==> config.mk <==
export PLATFORM = sky130hd
export DESIGN_NAME = pix_deser_top
export DESIGN_NICKNAME = d
export VERILOG_FILES = /design/src/rtl/pix_deser_pkg.sv /design/src/rtl/pix_lane_shift.sv /design/src/rtl/pix_frame_align.sv /design/src/rtl/pix_word_out.sv /design/src/rtl/pix_deser_top.sv
export SDC_FILE = /design/constraint.sdc
export NUM_CORES = 1
export LEC_CHECK = 0
export BUFFER_PORTS_ARGS = -buffer_cell sky130_fd_sc_hd__buf_2
export CORE_UTILIZATION = 55
export DETAILED_ROUTE_END_ITERATION = 7
export PLACE_DENSITY = 0.77
export SYNTH_ARGS = -nofsm -noshare
export SYNTH_HDL_FRONTEND = slang
export SYNTH_SLANG_ARGS = --single-unit
==> constraint.sdc <==
create_clock -name clk -period 2.9 [get_ports clk]
set_input_delay 0.58 -clock clk [delete_from_list [all_inputs] [get_ports clk]]
set_output_delay 0.58 -clock clk [all_outputs]
set_load 0.005 [all_outputs]
==> src/rtl/pix_deser_pkg.sv <==
package pix_deser_pkg;
  localparam int unsigned LANES_DEF = 4;
  localparam int unsigned FRAME_DEF = 7;
  // time-ordered 1,1,0,0,0,1,1 with the first received bit at index 0
  localparam logic [FRAME_DEF-1:0] CLK_SHAPE_DEF = 7'b1100011;

  typedef enum logic {
    ST_SEARCH = 1'b0,
    ST_LOCKED = 1'b1
  } align_st_e;
endpackage

==> src/rtl/pix_lane_shift.sv <==
module pix_lane_shift #(
  parameter int unsigned W = 7
) (
  input  logic         clk,
  input  logic         rst_n,
  input  logic         ser_in,
  output logic [W-1:0] win
);
  logic [W-1:0] win_d;

  // newest bit enters at the top, so the oldest of the last W bits sits at 0
  always_comb win_d = {ser_in, win[W-1:1]};

  always_ff @(posedge clk or negedge rst_n) begin
    if (!rst_n) win <= '0;
    else        win <= win_d;
  end
endmodule

==> src/rtl/pix_frame_align.sv <==
module pix_frame_align
  import pix_deser_pkg::*;
#(
  parameter int unsigned     FRAME  = 7,
  parameter logic [FRAME-1:0] SHAPE = 7'b1100011,
  parameter int unsigned     LOCK_N = 4,
  parameter int unsigned     MISS_N = 2,
  localparam int unsigned    PW     = $clog2(FRAME),
  localparam int unsigned    GW     = $clog2(LOCK_N + 1),
  localparam int unsigned    BW     = $clog2(MISS_N + 1)
) (
  input  logic             clk,
  input  logic             rst_n,
  input  logic [FRAME-1:0] clk_win,
  output logic             frame_end,
  output logic             locked,
  output logic             locked_nxt,
  output logic [PW-1:0]    phase_nxt
);
  logic [PW-1:0] phase_q, phase_d;
  align_st_e     st_q, st_d;
  logic [GW-1:0] good_q, good_d;
  logic [BW-1:0] miss_q, miss_d;
  logic          hit;

  assign frame_end  = (phase_q == PW'(FRAME - 1));
  assign hit        = (clk_win == SHAPE);
  assign locked     = (st_q == ST_LOCKED);
  assign locked_nxt = (st_d == ST_LOCKED);
  assign phase_nxt  = phase_d;

  always_comb begin
    phase_d = frame_end ? '0 : phase_q + PW'(1);
    st_d    = st_q;
    good_d  = good_q;
    miss_d  = miss_q;
    if (frame_end) begin
      case (st_q)
        ST_SEARCH: begin
          if (hit) begin
            if (good_q == GW'(LOCK_N - 1)) begin
              st_d   = ST_LOCKED;
              good_d = '0;
            end else begin
              good_d = good_q + GW'(1);
            end
          end else begin
            good_d  = '0;
            phase_d = phase_q;   // slip one bit: test the next phase
          end
        end
        ST_LOCKED: begin
          if (hit) begin
            miss_d = '0;
          end else if (miss_q == BW'(MISS_N - 1)) begin
            st_d    = ST_SEARCH;
            miss_d  = '0;
            phase_d = phase_q;
          end else begin
            miss_d = miss_q + BW'(1);
          end
        end
        default: ;
      endcase
    end
  end

  always_ff @(posedge clk or negedge rst_n) begin
    if (!rst_n) begin
      phase_q <= '0;
      st_q    <= ST_SEARCH;
      good_q  <= '0;
      miss_q  <= '0;
    end else begin
      phase_q <= phase_d;
      st_q    <= st_d;
      good_q  <= good_d;
      miss_q  <= miss_d;
    end
  end


  lock_after_runs_chk: assert property (@(posedge clk) disable iff (!rst_n)
    $rose(locked) |-> ($past(good_q) == GW'(LOCK_N - 1)));


  drop_after_misses_chk: assert property (@(posedge clk) disable iff (!rst_n)
    $fell(locked) |-> ($past(miss_q) == BW'(MISS_N - 1)));


  phase_range_chk: assert property (@(posedge clk) disable iff (!rst_n)
    phase_q < PW'(FRAME));
endmodule

==> src/rtl/pix_word_out.sv <==
module pix_word_out #(
  parameter int unsigned  WW        = 28,
  parameter int unsigned  PW        = 3,
  parameter int unsigned  STROBE_HI = 4
) (
  input  logic          clk,
  input  logic          rst_n,
  input  logic          pwr_n,
  input  logic          frame_end,
  input  logic          locked_nxt,
  input  logic [PW-1:0] phase_nxt,
  input  logic [WW-1:0] word_in,
  output logic [WW-1:0] pix_data,
  output logic          pix_strobe
);
  logic          cap_en;
  logic [WW-1:0] data_d;
  logic          strb_d;

  assign cap_en = frame_end & locked_nxt & pwr_n;

  always_comb begin
    data_d = cap_en ? word_in : pix_data;
    strb_d = locked_nxt & pwr_n & (phase_nxt < PW'(STROBE_HI));
  end

  always_ff @(posedge clk or negedge rst_n) begin
    if (!rst_n) begin
      pix_data   <= '0;
      pix_strobe <= 1'b0;
    end else begin
      pix_data   <= data_d;
      pix_strobe <= strb_d;
    end
  end


  change_in_high_chk: assert property (@(posedge clk) disable iff (!rst_n)
    !$stable(pix_data) |-> pix_strobe);


  powerdown_hold_chk: assert property (@(posedge clk) disable iff (!rst_n)
    !pwr_n |=> ($stable(pix_data) && !pix_strobe));


  unlocked_hold_chk: assert property (@(posedge clk) disable iff (!rst_n)
    !locked_nxt |=> ($stable(pix_data) && !pix_strobe));
endmodule

==> src/rtl/pix_deser_top.sv <==
module pix_deser_top
  import pix_deser_pkg::*;
#(
  parameter int unsigned      LANES     = LANES_DEF,
  parameter int unsigned      FRAME     = FRAME_DEF,
  parameter logic [FRAME-1:0] SHAPE     = CLK_SHAPE_DEF,
  parameter int unsigned      LOCK_N    = 4,
  parameter int unsigned      MISS_N    = 2,
  parameter int unsigned      STROBE_HI = 4,
  localparam int unsigned     WW        = LANES * FRAME,
  localparam int unsigned     PW        = $clog2(FRAME)
) (
  input  logic             clk,
  input  logic             rst_n,
  input  logic             pwr_n,
  input  logic [LANES-1:0] lane_in,
  input  logic             clk_lane,
  output logic [WW-1:0]    pix_data,
  output logic             pix_strobe,
  output logic             locked
);
  logic [1:0]       rst_sync;
  logic             rst_n_int;
  logic [WW-1:0]    word_bus;
  logic [FRAME-1:0] clk_win;
  logic             frame_end;
  logic             locked_nxt;
  logic [PW-1:0]    phase_nxt;

  // asynchronous assertion, synchronous release
  always_ff @(posedge clk or negedge rst_n) begin
    if (!rst_n) rst_sync <= 2'b00;
    else        rst_sync <= {rst_sync[0], 1'b1};
  end
  assign rst_n_int = rst_sync[1];

  for (genvar k = 0; k < LANES; k++) begin : g_lane
    pix_lane_shift #(.W(FRAME)) u_shift (
      .clk    (clk),
      .rst_n  (rst_n_int),
      .ser_in (lane_in[k]),
      .win    (word_bus[k*FRAME +: FRAME])
    );
  end

  pix_lane_shift #(.W(FRAME)) u_clk_shift (
    .clk    (clk),
    .rst_n  (rst_n_int),
    .ser_in (clk_lane),
    .win    (clk_win)
  );

  pix_frame_align #(
    .FRAME  (FRAME),
    .SHAPE  (SHAPE),
    .LOCK_N (LOCK_N),
    .MISS_N (MISS_N)
  ) u_align (
    .clk        (clk),
    .rst_n      (rst_n_int),
    .clk_win    (clk_win),
    .frame_end  (frame_end),
    .locked     (locked),
    .locked_nxt (locked_nxt),
    .phase_nxt  (phase_nxt)
  );

  pix_word_out #(
    .WW        (WW),
    .PW        (PW),
    .STROBE_HI (STROBE_HI)
  ) u_out (
    .clk        (clk),
    .rst_n      (rst_n_int),
    .pwr_n      (pwr_n),
    .frame_end  (frame_end),
    .locked_nxt (locked_nxt),
    .phase_nxt  (phase_nxt),
    .word_in    (word_bus),
    .pix_data   (pix_data),
    .pix_strobe (pix_strobe)
  );


  strobe_needs_lock_chk: assert property (@(posedge clk) disable iff (!rst_n_int)
    pix_strobe |-> locked);
endmodule

==> results.toml <==
[clock_tree]
cts_buffers = 9
postCtsSetupBuffers = 0
clockRootBuffer = "clkbuf_8"
clock_path_buffers = 2
htreeDepth = 3
clkSinkCount = 75
clock_latency_ns = 0.34
clk_pin_slew_worst_paths_ns = 0.08
cts_tree = "yes"

[worst_hold_path]
hold_path_class = "in2reg"

[timing]
worst_pin_slew_ns = 1.051
rsz0062_at_grt = "false"
skew_ns = 0.01128
hold_viol_final = 0
slew_violations = 0
finalSetupTns_ns = 0
slew_headroom_pct = 29.94
fmaxAchievable_ghz = 0.4532
finalSetupViolations = 0
fin_crit_ns = 2.206
fin_crit_sh_pct = 76.08

[synthesis]
netlist_area_um2 = 2530
yosys.area.top_type = "dfrtp_1"
ys.flop_type = "dfrtp_1"
synth_top_area_share_pct = 74.18
avgSynthCellArea_um2 = 17.33
synth_area_leaders = "dfrtp_1 74%, mux2_2 8.5%, mux2_4 5.3%"
ys_ff_latch = 75
synthCells = 146
ys_types = 30
async_flop_share_pct = 100.0
synth_enable_flop_cells = 0
yosysSeqAreaShare_pct = 74.18
synth_warnings = 0
synth_nets = 155

[drt]
first_iter_violations = 55
viasPerCell = 5.175
vias = 1299
drt_wl_total_um = 3644
drt_pre_antenna_iters = 4
antenna_left = 0
wl_per_cell_um = 14.52
drc = 0

[setup_path]
cpMaxStageDelayCell = "dfrtp_1"
crit_type = "reg2reg"
arrival_ns = 2.43
cp.required_ns = 3.12
critical_path.max_fanout = 18
crit_buf_inv = 1
critPathLaunchType = "register"
cp_cell_sequence = "ha_1 -> nor2b_1 -> o211ai_2 -> nor2_4 -> buf_4 -> mux2_2"
cp_top_family = "simple AND/OR/NAND/NOR gates"
cp-end-kind = "register"
critPathMaxStageDelay_ns = 0.38

[die]
coreArea_um2 = 4384
die_h_um = 69.82
row_count = 24
dieArea_um2 = 4875
initial_core_util_pct = 57.71
die_x_um = 69.82
ios = 38

[global_routing]
grt_pass1_vias = 1328
grt_usage_pct = 17.02
antenna_found_initial = 0
grt_start_max_net_pins = 53
grt-ovfl-total = 0
grt_pass1_wl_um = 6078

[power_and_ir_drop]
power_density_nw_per_um2 = 687.5
p_total_mw = 2.045
p_leak_nw = 1.533
peakVddDrop_mv = 0.3700

[placed_design]
gp_congestion = 0.7494
port-buffer-count = 37
dpl.hpwl_um = 2477

[cells_and_area]
final_common_cell = "dfrtp_1"
antennaDiodeCount = 0
final_cell_mix = "74 x dfrtp_1, 37 x buf_2, 19 x mux2_2, 11 x clkbuf_8, 9 x mux2_4"
syn2layout_area_growth_pct = 17.56
nNetsFinal = 203
drive_gt1_share_pct = 44.22
n_fill_cell = 304

[flow_run]
drv_cap = 0

[status]
outcome = "finished clean"
final cells by class:
type	instances	area, um2	share of cell area (%)
flip-flops and latches	75	1878	63.15
multi-input cells	64	596.8	20.07
repair buffers	41	217.7	7.320
clock buffers	12	155.1	5.217
well taps	52	65.06	2.188
clock inverters	4	50.05	1.683
inverters	3	11.26	0.3786
flip-flops by register name, indices dropped and copies added, names as in the netlist:
| name | count |
|---|---|
| g_lane.u_shift.win | 28 |
| u_out.pix_data | 28 |
| u_out.pix_strobe | 1 |
| u_align.good_q | 3 |
| u_align.phase_q | 3 |
| u_align.locked | 1 |
| u_clk_shift.win | 7 |
| u_align.miss_q | 2 |
| rst_sync | 2 |
synth_stat cells (2+ instances only):
library cell  count
mux2_4            9
dfrtp_1          75
buf_6             2
nor2b_1           3
nand2_1           5
nand2b_1          2
nor2_1            3
mux2_2           19
nand3_1           2
inv_1             3
a21oi_1           4
per-stage QoR:
| step | setup slack (ns) | hold WS (ns) | cells | cell area [um2] | utilization, % |
|---|---|---|---|---|---|
| after floorplan | 0.6567 | 0.2844 | 146 | 2530 | - |
| after global placement | 0.8177 | 0.3398 | 234 | 2759 | 62.93 |
| after detailed placement | 0.7051 | 0.3432 | 234 | 2759 | 62.93 |
| after CTS | 0.6719 | 0.001079 | 250 | 2964 | 67.61 |
| after global routing | 0.5366 | 0.3221 | 251 | 2974 | 67.84 |
| final | 0.6936 | 0.3438 | 251 | 2974 | 67.84 |
where the power goes:
group          internal (mW)  leakage, nW  switching, mW
clock                  0.443       0.0986          0.349
combinational         0.0460        0.480         0.0557
sequential              1.10        0.955         0.0563
total                   1.58         1.53          0.460
routing by layer:
layer / vias up / wire length, um / share of wire [%] / global-route usage (%)
li1: 588 / - / - / -
met1: 670 / 1540 / 42 / 20.74
met2: 36 / 1851 / 51 / 25.53
met3: 5 / 202 / 5.5 / 8.576
met4: 0 / 51 / 1.4 / 7.556
met5: - / 0 / 0 / 0
worst register-to-register path: stages, from the launching register on:
cell and delay [ns]:
dfrtp_1 0.38, ha_1 0.18, nor2b_1 0.30, o211ai_2 0.14, nor2_4 0.38, buf_4 0.35
mux2_2 0.37
what timing repair did:
action,4_1_cts,5_1_grt
hold endpoints to repair,0,2
gates resized for setup,0,0
hold buffers,0,1
worst paths after layout:
kind | slack, ns | from | endpoint | depth (start not counted)
worst min-delay path | 0.34 | lane_in[1] | g_lane[1].u_shift.win[6]$_DFF_PN0_ | 1
worst max register to register | 0.69 | u_align.good_q[0]$_DFFE_PN0P_ | u_out.pix_data[13]$_DFFE_PN0P_ | 6
worst min register to register | 0.36 | g_lane[2].u_shift.win[1]$_DFF_PN0_ | g_lane[2].u_shift.win[0]$_DFF_PN0_ | 0
worst max-delay path | 0.69 | u_align.good_q[0]$_DFFE_PN0P_ | u_out.pix_data[13]$_DFFE_PN0P_ | 6
min in group asynchronous | 0.47 | rst_sync[1]$_DFF_PN0_ | g_lane[1].u_shift.win[6]$_DFF_PN0_ | 0
max in group asynchronous | 1.65 | rst_sync[1]$_DFF_PN0_ | u_align.good_q[0]$_DFFE_PN0P_ | 1
logic make-up after synthesis:
logic type | share of synthesized area (%)
DFF | 74.18
muxes | 14.19
and+or+nand+nor | 4.155
AOI/OAI and AO/OA | 3.710
buffers and inverters | 2.423
xor gates and xnor gates | 0.6925
adders and majority gates | 0.4945
other | 0.1482
Power figures use the tool's default switching activity.
